==> config.mk <==
export PLATFORM = sky130hd
export DESIGN_NAME = card_parity_guard
export DESIGN_NICKNAME = d
export VERILOG_FILES = /design/src/rtl/cpg_pkg.sv /design/src/rtl/cpg_parity_chk.sv /design/src/rtl/cpg_err_cnt.sv /design/src/rtl/card_parity_guard.sv
export SDC_FILE = /design/constraint.sdc
export NUM_CORES = 1
export LEC_CHECK = 0
export BUFFER_PORTS_ARGS = -buffer_cell sky130_fd_sc_hd__buf_2
export CAP_MARGIN = 20
export CELL_PAD_IN_SITES_DETAIL_PLACEMENT = 0
export CELL_PAD_IN_SITES_GLOBAL_PLACEMENT = 1
export CORE_ASPECT_RATIO = 1.75
export CORE_MARGIN = 4
export CORE_UTILIZATION = 29
export CTS_CLUSTER_DIAMETER = 40
export DETAILED_ROUTE_END_ITERATION = 8
export PLACE_DENSITY = 0.69
export SLEW_MARGIN = 10
export SYNTH_ARGS = -nofsm -noshare
export SYNTH_HDL_FRONTEND = slang
export SYNTH_HIERARCHICAL = 1
export SYNTH_SLANG_ARGS = --single-unit
export TNS_END_PERCENT = 30
==> constraint.sdc <==
create_clock -name clk_i -period 2.6 [get_ports clk_i]
set_input_delay 0.65 -clock clk_i [delete_from_list [all_inputs] [get_ports clk_i]]
set_output_delay 0.65 -clock clk_i [all_outputs]
set_load 0.01 [all_outputs]
==> src/rtl/cpg_pkg.sv <==
package cpg_pkg;
  localparam int unsigned CHAR_W = 8;
  localparam int unsigned THR_W  = 3;
endpackage

==> src/rtl/cpg_parity_chk.sv <==
module cpg_parity_chk #(
  parameter int unsigned DATA_W = cpg_pkg::CHAR_W
) (
  input  logic [DATA_W-1:0] data_i,
  input  logic              par_i,
  output logic              bad_o
);
  // even parity: odd total ones means error
  assign bad_o = ^{data_i, par_i};
endmodule

==> src/rtl/cpg_err_cnt.sv <==
module cpg_err_cnt #(
  parameter int unsigned CNT_W = cpg_pkg::THR_W
) (
  input  logic             clk_i,
  input  logic             rst_ni,
  input  logic             clr_i,
  input  logic             inc_i,
  output logic [CNT_W-1:0] next_o
);
  localparam logic [CNT_W-1:0] CNT_MAX = '1;

  logic [CNT_W-1:0] cnt_q, base;

  always_comb begin
    base   = clr_i ? '0 : cnt_q;
    next_o = base;
    if (inc_i && base != CNT_MAX) next_o = base + CNT_W'(1);
  end

  always_ff @(posedge clk_i or negedge rst_ni) begin
    if (!rst_ni) cnt_q <= '0;
    else         cnt_q <= next_o;
  end

  assert_cnt_sat_R5: assert property (@(posedge clk_i) disable iff (!rst_ni)
    (inc_i && !clr_i && cnt_q == CNT_MAX) |=> cnt_q == CNT_MAX);
endmodule

==> src/rtl/card_parity_guard.sv <==
module card_parity_guard #(
  parameter int unsigned DATA_W = cpg_pkg::CHAR_W,
  parameter int unsigned THR_W  = cpg_pkg::THR_W
) (
  input  logic              clk_i,
  input  logic              rst_ni,
  input  logic              proto_t1_i,
  input  logic [THR_W-1:0]  limit_i,
  input  logic              tx_mode_i,
  input  logic              rx_done_i,
  input  logic [DATA_W-1:0] rx_data_i,
  input  logic              rx_par_i,
  input  logic              tx_load_i,
  input  logic              tx_nak_i,
  input  logic              tx_end_i,
  input  logic              flag_clr_i,
  output logic              err_flag_o,
  output logic              fifo_we_o,
  output logic [DATA_W-1:0] fifo_data_o
);
  logic rx_bad, rx_ev, tx_ev, t0_mode;
  logic rx_inc, tx_inc, tx_clr, nak_now, nak_seen_q;
  logic rx_hit, tx_hit, limit_on;
  logic [THR_W-1:0] rx_next, tx_next;

  assign t0_mode  = ~proto_t1_i;
  assign rx_ev    = rx_done_i & ~tx_mode_i;
  assign tx_ev    = tx_end_i & tx_mode_i;
  assign limit_on = (limit_i != '0);

  cpg_parity_chk #(.DATA_W(DATA_W)) u_par (
    .data_i (rx_data_i),
    .par_i  (rx_par_i),
    .bad_o  (rx_bad)
  );

  // receive side: cumulative bad-character count
  assign rx_inc = rx_ev & t0_mode & rx_bad;

  cpg_err_cnt #(.CNT_W(THR_W)) u_rx_cnt (
    .clk_i  (clk_i),
    .rst_ni (rst_ni),
    .clr_i  (flag_clr_i),
    .inc_i  (rx_inc),
    .next_o (rx_next)
  );

  // transmit side: NAK retries of the current character
  always_ff @(posedge clk_i or negedge rst_ni) begin
    if (!rst_ni)                 nak_seen_q <= 1'b0;
    else if (tx_ev || tx_load_i) nak_seen_q <= 1'b0;
    else if (tx_nak_i && tx_mode_i) nak_seen_q <= 1'b1;
  end

  assign nak_now = nak_seen_q | (tx_nak_i & tx_mode_i);
  assign tx_inc  = tx_ev & t0_mode & nak_now;
  assign tx_clr  = tx_load_i | (tx_ev & ~nak_now) | proto_t1_i;

  cpg_err_cnt #(.CNT_W(THR_W)) u_tx_cnt (
    .clk_i  (clk_i),
    .rst_ni (rst_ni),
    .clr_i  (tx_clr),
    .inc_i  (tx_inc),
    .next_o (tx_next)
  );

  assign rx_hit = rx_inc && limit_on && (rx_next == limit_i);
  assign tx_hit = tx_inc && limit_on && (tx_next == limit_i);

  // set wins over clear so a coincident event is not lost
  always_ff @(posedge clk_i or negedge rst_ni) begin
    if (!rst_ni)               err_flag_o <= 1'b0;
    else if (rx_hit || tx_hit) err_flag_o <= 1'b1;
    else if (flag_clr_i)       err_flag_o <= 1'b0;
  end

  always_ff @(posedge clk_i or negedge rst_ni) begin
    if (!rst_ni) begin
      fifo_we_o   <= 1'b0;
      fifo_data_o <= '0;
    end else begin
      fifo_we_o <= rx_ev & (proto_t1_i | ~rx_bad);
      if (rx_ev) fifo_data_o <= rx_data_i;
    end
  end

  assert_we_after_rx_R3: assert property (@(posedge clk_i) disable iff (!rst_ni)
    fifo_we_o |-> $past(rx_done_i && !tx_mode_i));

  assert_bad_blocked_R3: assert property (@(posedge clk_i) disable iff (!rst_ni)
    (rx_done_i && !tx_mode_i && !proto_t1_i && (^{rx_data_i, rx_par_i})) |=> !fifo_we_o);

  assert_t1_no_flag_R4: assert property (@(posedge clk_i) disable iff (!rst_ni)
    $rose(err_flag_o) |-> !$past(proto_t1_i));

  assert_flag_on_strobe_R6: assert property (@(posedge clk_i) disable iff (!rst_ni)
    $rose(err_flag_o) |-> $past(rx_done_i || tx_end_i));

  assert_zero_limit_R8: assert property (@(posedge clk_i) disable iff (!rst_ni)
    $rose(err_flag_o) |-> $past(limit_i) != '0);

  assert_clear_R9: assert property (@(posedge clk_i) disable iff (!rst_ni)
    (flag_clr_i && !rx_done_i && !tx_end_i) |=> !err_flag_o);

  assert_sticky_R9: assert property (@(posedge clk_i) disable iff (!rst_ni)
    (err_flag_o && !flag_clr_i) |=> err_flag_o);
endmodule

==> impl_metrics.json <==
{
  "ant_nets": 0,
  "design_area_um2": 1320,
  "globalRouteOverflowTotal": 0,
  "numCtsBuffers": 3,
  "clock_skew_ps": 5.084,
  "cp-start-kind": "input port",
  "place_inst": 153,
  "hold_buffers": 0,
  "grt_pass1_vias": 734,
  "setup_slack_ps": 62.79,
  "h-tree-depth": 1,
  "first_pass_iters": 1,
  "peakVddDrop_uv": 199.0,
  "ys_seq_elements": 17,
  "drv_slew": 0,
  "dpl.hpwl_mm": 1.595,
  "num_io_pins": 31,
  "fill_cells": 317,
  "die_y_um": 85.38,
  "yosys_warnings": 6,
  "synth-edff-count": 0,
  "die_x_um": 52.22,
  "synth_common_cells": "dfrtp_1, xnor2_1, mux2_2",
  "clk_pin_slew_ps": 60,
  "synth_nets": 102,
  "synth_cells": 77,
  "root_buffer": "clkbuf_8",
  "gp_congestion": 0.6585,
  "setup_viol_count_final": 0,
  "drv_cap": 0,
  "hold_viol_final": 0,
  "synthArstFlopShare_pct": 100.0,
  "vias_per_cell": 4.329,
  "rsz0062_at_grt": "true",
  "worstPathArrival_ps": 2710,
  "synthDistinctLibCells": 25,
  "clk_path_buf_depth": 2,
  "syn-cell-area_um2": 992.2,
  "fin_cells": 158,
  "grt_usage_pct": 9.154,
  "cts_sinks": 17,
  "port_buffers": 30,
  "drive_gt1_share_pct": 56.52,
  "seq_area_um2": 425.4,
  "core-area_um2": 3209,
  "post-route-util_pct": 41.13,
  "synthFlopType": "dfrtp_1",
  "syn_to_final_growth_pct": 33.04,
  "grt_max_degree": 18,
  "synth.avg_cell_area_um2": 12.89,
  "cp_data_required_time_ps": 2770,
  "seq_area_frac_synth_pct": 42.88,
  "path_class": "in2reg",
  "yosys.area.top_type_share_pct": 42.88,
  "fin_nets": 141,
  "yosys.area.top_type": "dfrtp_1",
  "whs_ps": 313.3,
  "drcViolationCount": 0,
  "synth_most_common_cell": "dfrtp_1",
  "cts_tree": "built",
  "diodes": 0,
  "place_ws_ps": -213.3,
  "clock.fmax_mhz": 394.1,
  "relSlewSlack_pct": 72.26,
  "placed_area_um2": 1229,
  "start_util_pct": 30.92,
  "drt_iter0_markers": 0,
  "antenna_found_initial": 0,
  "outcome": "finished, final reports clean",
  "fin_crit_ps": 2537,
  "multi_input_area_um2": 584.3,
  "num_rows": 27,
  "worstMarginPinSlew_ps": 412.9,
  "routed_wl_mm": 1.916,
  "worstPathMaxFanout": 3,
  "clock_latency_ps": 250,
  "vias": 684,
  "hold_class": "in2async",
  "die_area_um2": 4458,
  "p_leak_uw": 0.0006474,
  "cellPowerDensity_nw_per_um2": 508.5,
  "fin_crit_sh_pct": 97.58,
  "grt_pass1_wl_mm": 3.091,
  "critPathCaptureType": "flip-flop",
  "synthTopCellsByArea": "dfrtp_1, mux2_2, xnor2_1",
  "wire_per_inst_um": 12.13
}
[path summary, 6_finish.rpt]
kind | endpoint | depth (start not counted) | slack [ps] | startpoint
max | err_flag_o | 11 | 60 | rx_data_i[7]
min | nak_seen_q | 1 | 310 | rst_ni
max reg2reg | err_flag_o | 10 | 390 | nak_seen_q
min reg2reg | fifo_data_o[7] | 1 | 500 | fifo_data_o[7]
max in group asynchronous | fifo_data_o[0] | 1 | 2010 | rst_ni
min in group clk_i | fifo_data_o[7] | 1 | 500 | fifo_data_o[7]
[report_power, final]
| part | internal [uW] | switching, uW | total, uW |
|---|---|---|---|
| sequential | 289 | 8.98 | 298 |
| combinational | 104 | 78.7 | 183 |
| clock | 108 | 81.6 | 190 |
| total | 502 | 169 | 671 |
[critical path, stage by stage]
cell and delay, ps:
buf_8 100, xnor2_2 140, xnor3_1 450, xnor2_2 190
nor3b_4 270, nand2b_4 80, mux2_4 310, or2_4 250
o21ai_2 120, nand4_2 80, o221ai_2 60
[stage by stage]
stage | TNS, ps | total power, uW
after detailed placement | -213.3 | 476.6
after global placement | -167.4 | 472.9
after global routing | -52.08 | 707.8
final | 0 | 671.3
after floorplan | -18.19 | 400.9
after CTS | 0 | 668.1
[kinds of logic after synthesis]
kind of cell / Yosys count / synth area share [%]
xor gates and xnor gates: 13 / 13.62
and+or+nand+nor: 21 / 16.14
muxes: 12 / 15.13
DFF: 17 / 42.88
AOI/OAI and AO/OA: 7 / 5.296
buffers and inverters: 3 / 1.892
adders and majority gates: 4 / 5.044
[flip-flops by register name, summed over array words and instances (netlist names)]
signal and cells:
err_flag_o 1, nak_seen_q 1, fifo_data_o 8, u_rx_cnt/cnt_q 3, u_tx_cnt/cnt_q 3, fifo_we_o 1
[metal layers]
layer  up-vias  part of all wire [%]  routed length, um  global-route usage, %
li1        339                     -                  -                      -
met2        22                    57               1085                  16.61
met5         -                     0                  0                      0
met4         0                   1.4                 26                  4.884
met3         2                   6.6                127                  1.757
met1       321                    35                677                  9.426
[final cells by class]
cell class,count,area share (%)
tap,43,4.076
clock buffer,4,3.412
multi-input combinational,57,44.27
inverter,2,0.5687
timing repair buffer,35,15.45
sequential,17,32.23
[placed cells by master (no fill, tap or decap)]
cell	n
xnor2_2	5
nor2b_1	4
a311o_1	1
nand4_2	1
buf_8	1
nor2_1	3
nor2b_2	2
or2_4	1
o21ai_0	1
xnor2_1	6
nor3_1	2
xor2_1	1
o221ai_2	1
mux2_2	8
nor3b_4	1
nand2b_4	3
mux2_4	4
clkbuf_1	1
buf_6	1
nand2_1	3
and2_1	1
xnor3_1	1
o21ai_2	1
inv_1	2
ha_1	4
buf_4	5
a211oi_1	1
dfrtp_1	17
buf_2	28
a21oi_1	2
clkbuf_8	3
[timing repair]
action,4_1_cts,5_1_grt
gates resized for setup,0,8
buffers inserted,0,1
endpoints found under the setup margin,0,1
Power figures use the tool's default switching activity.
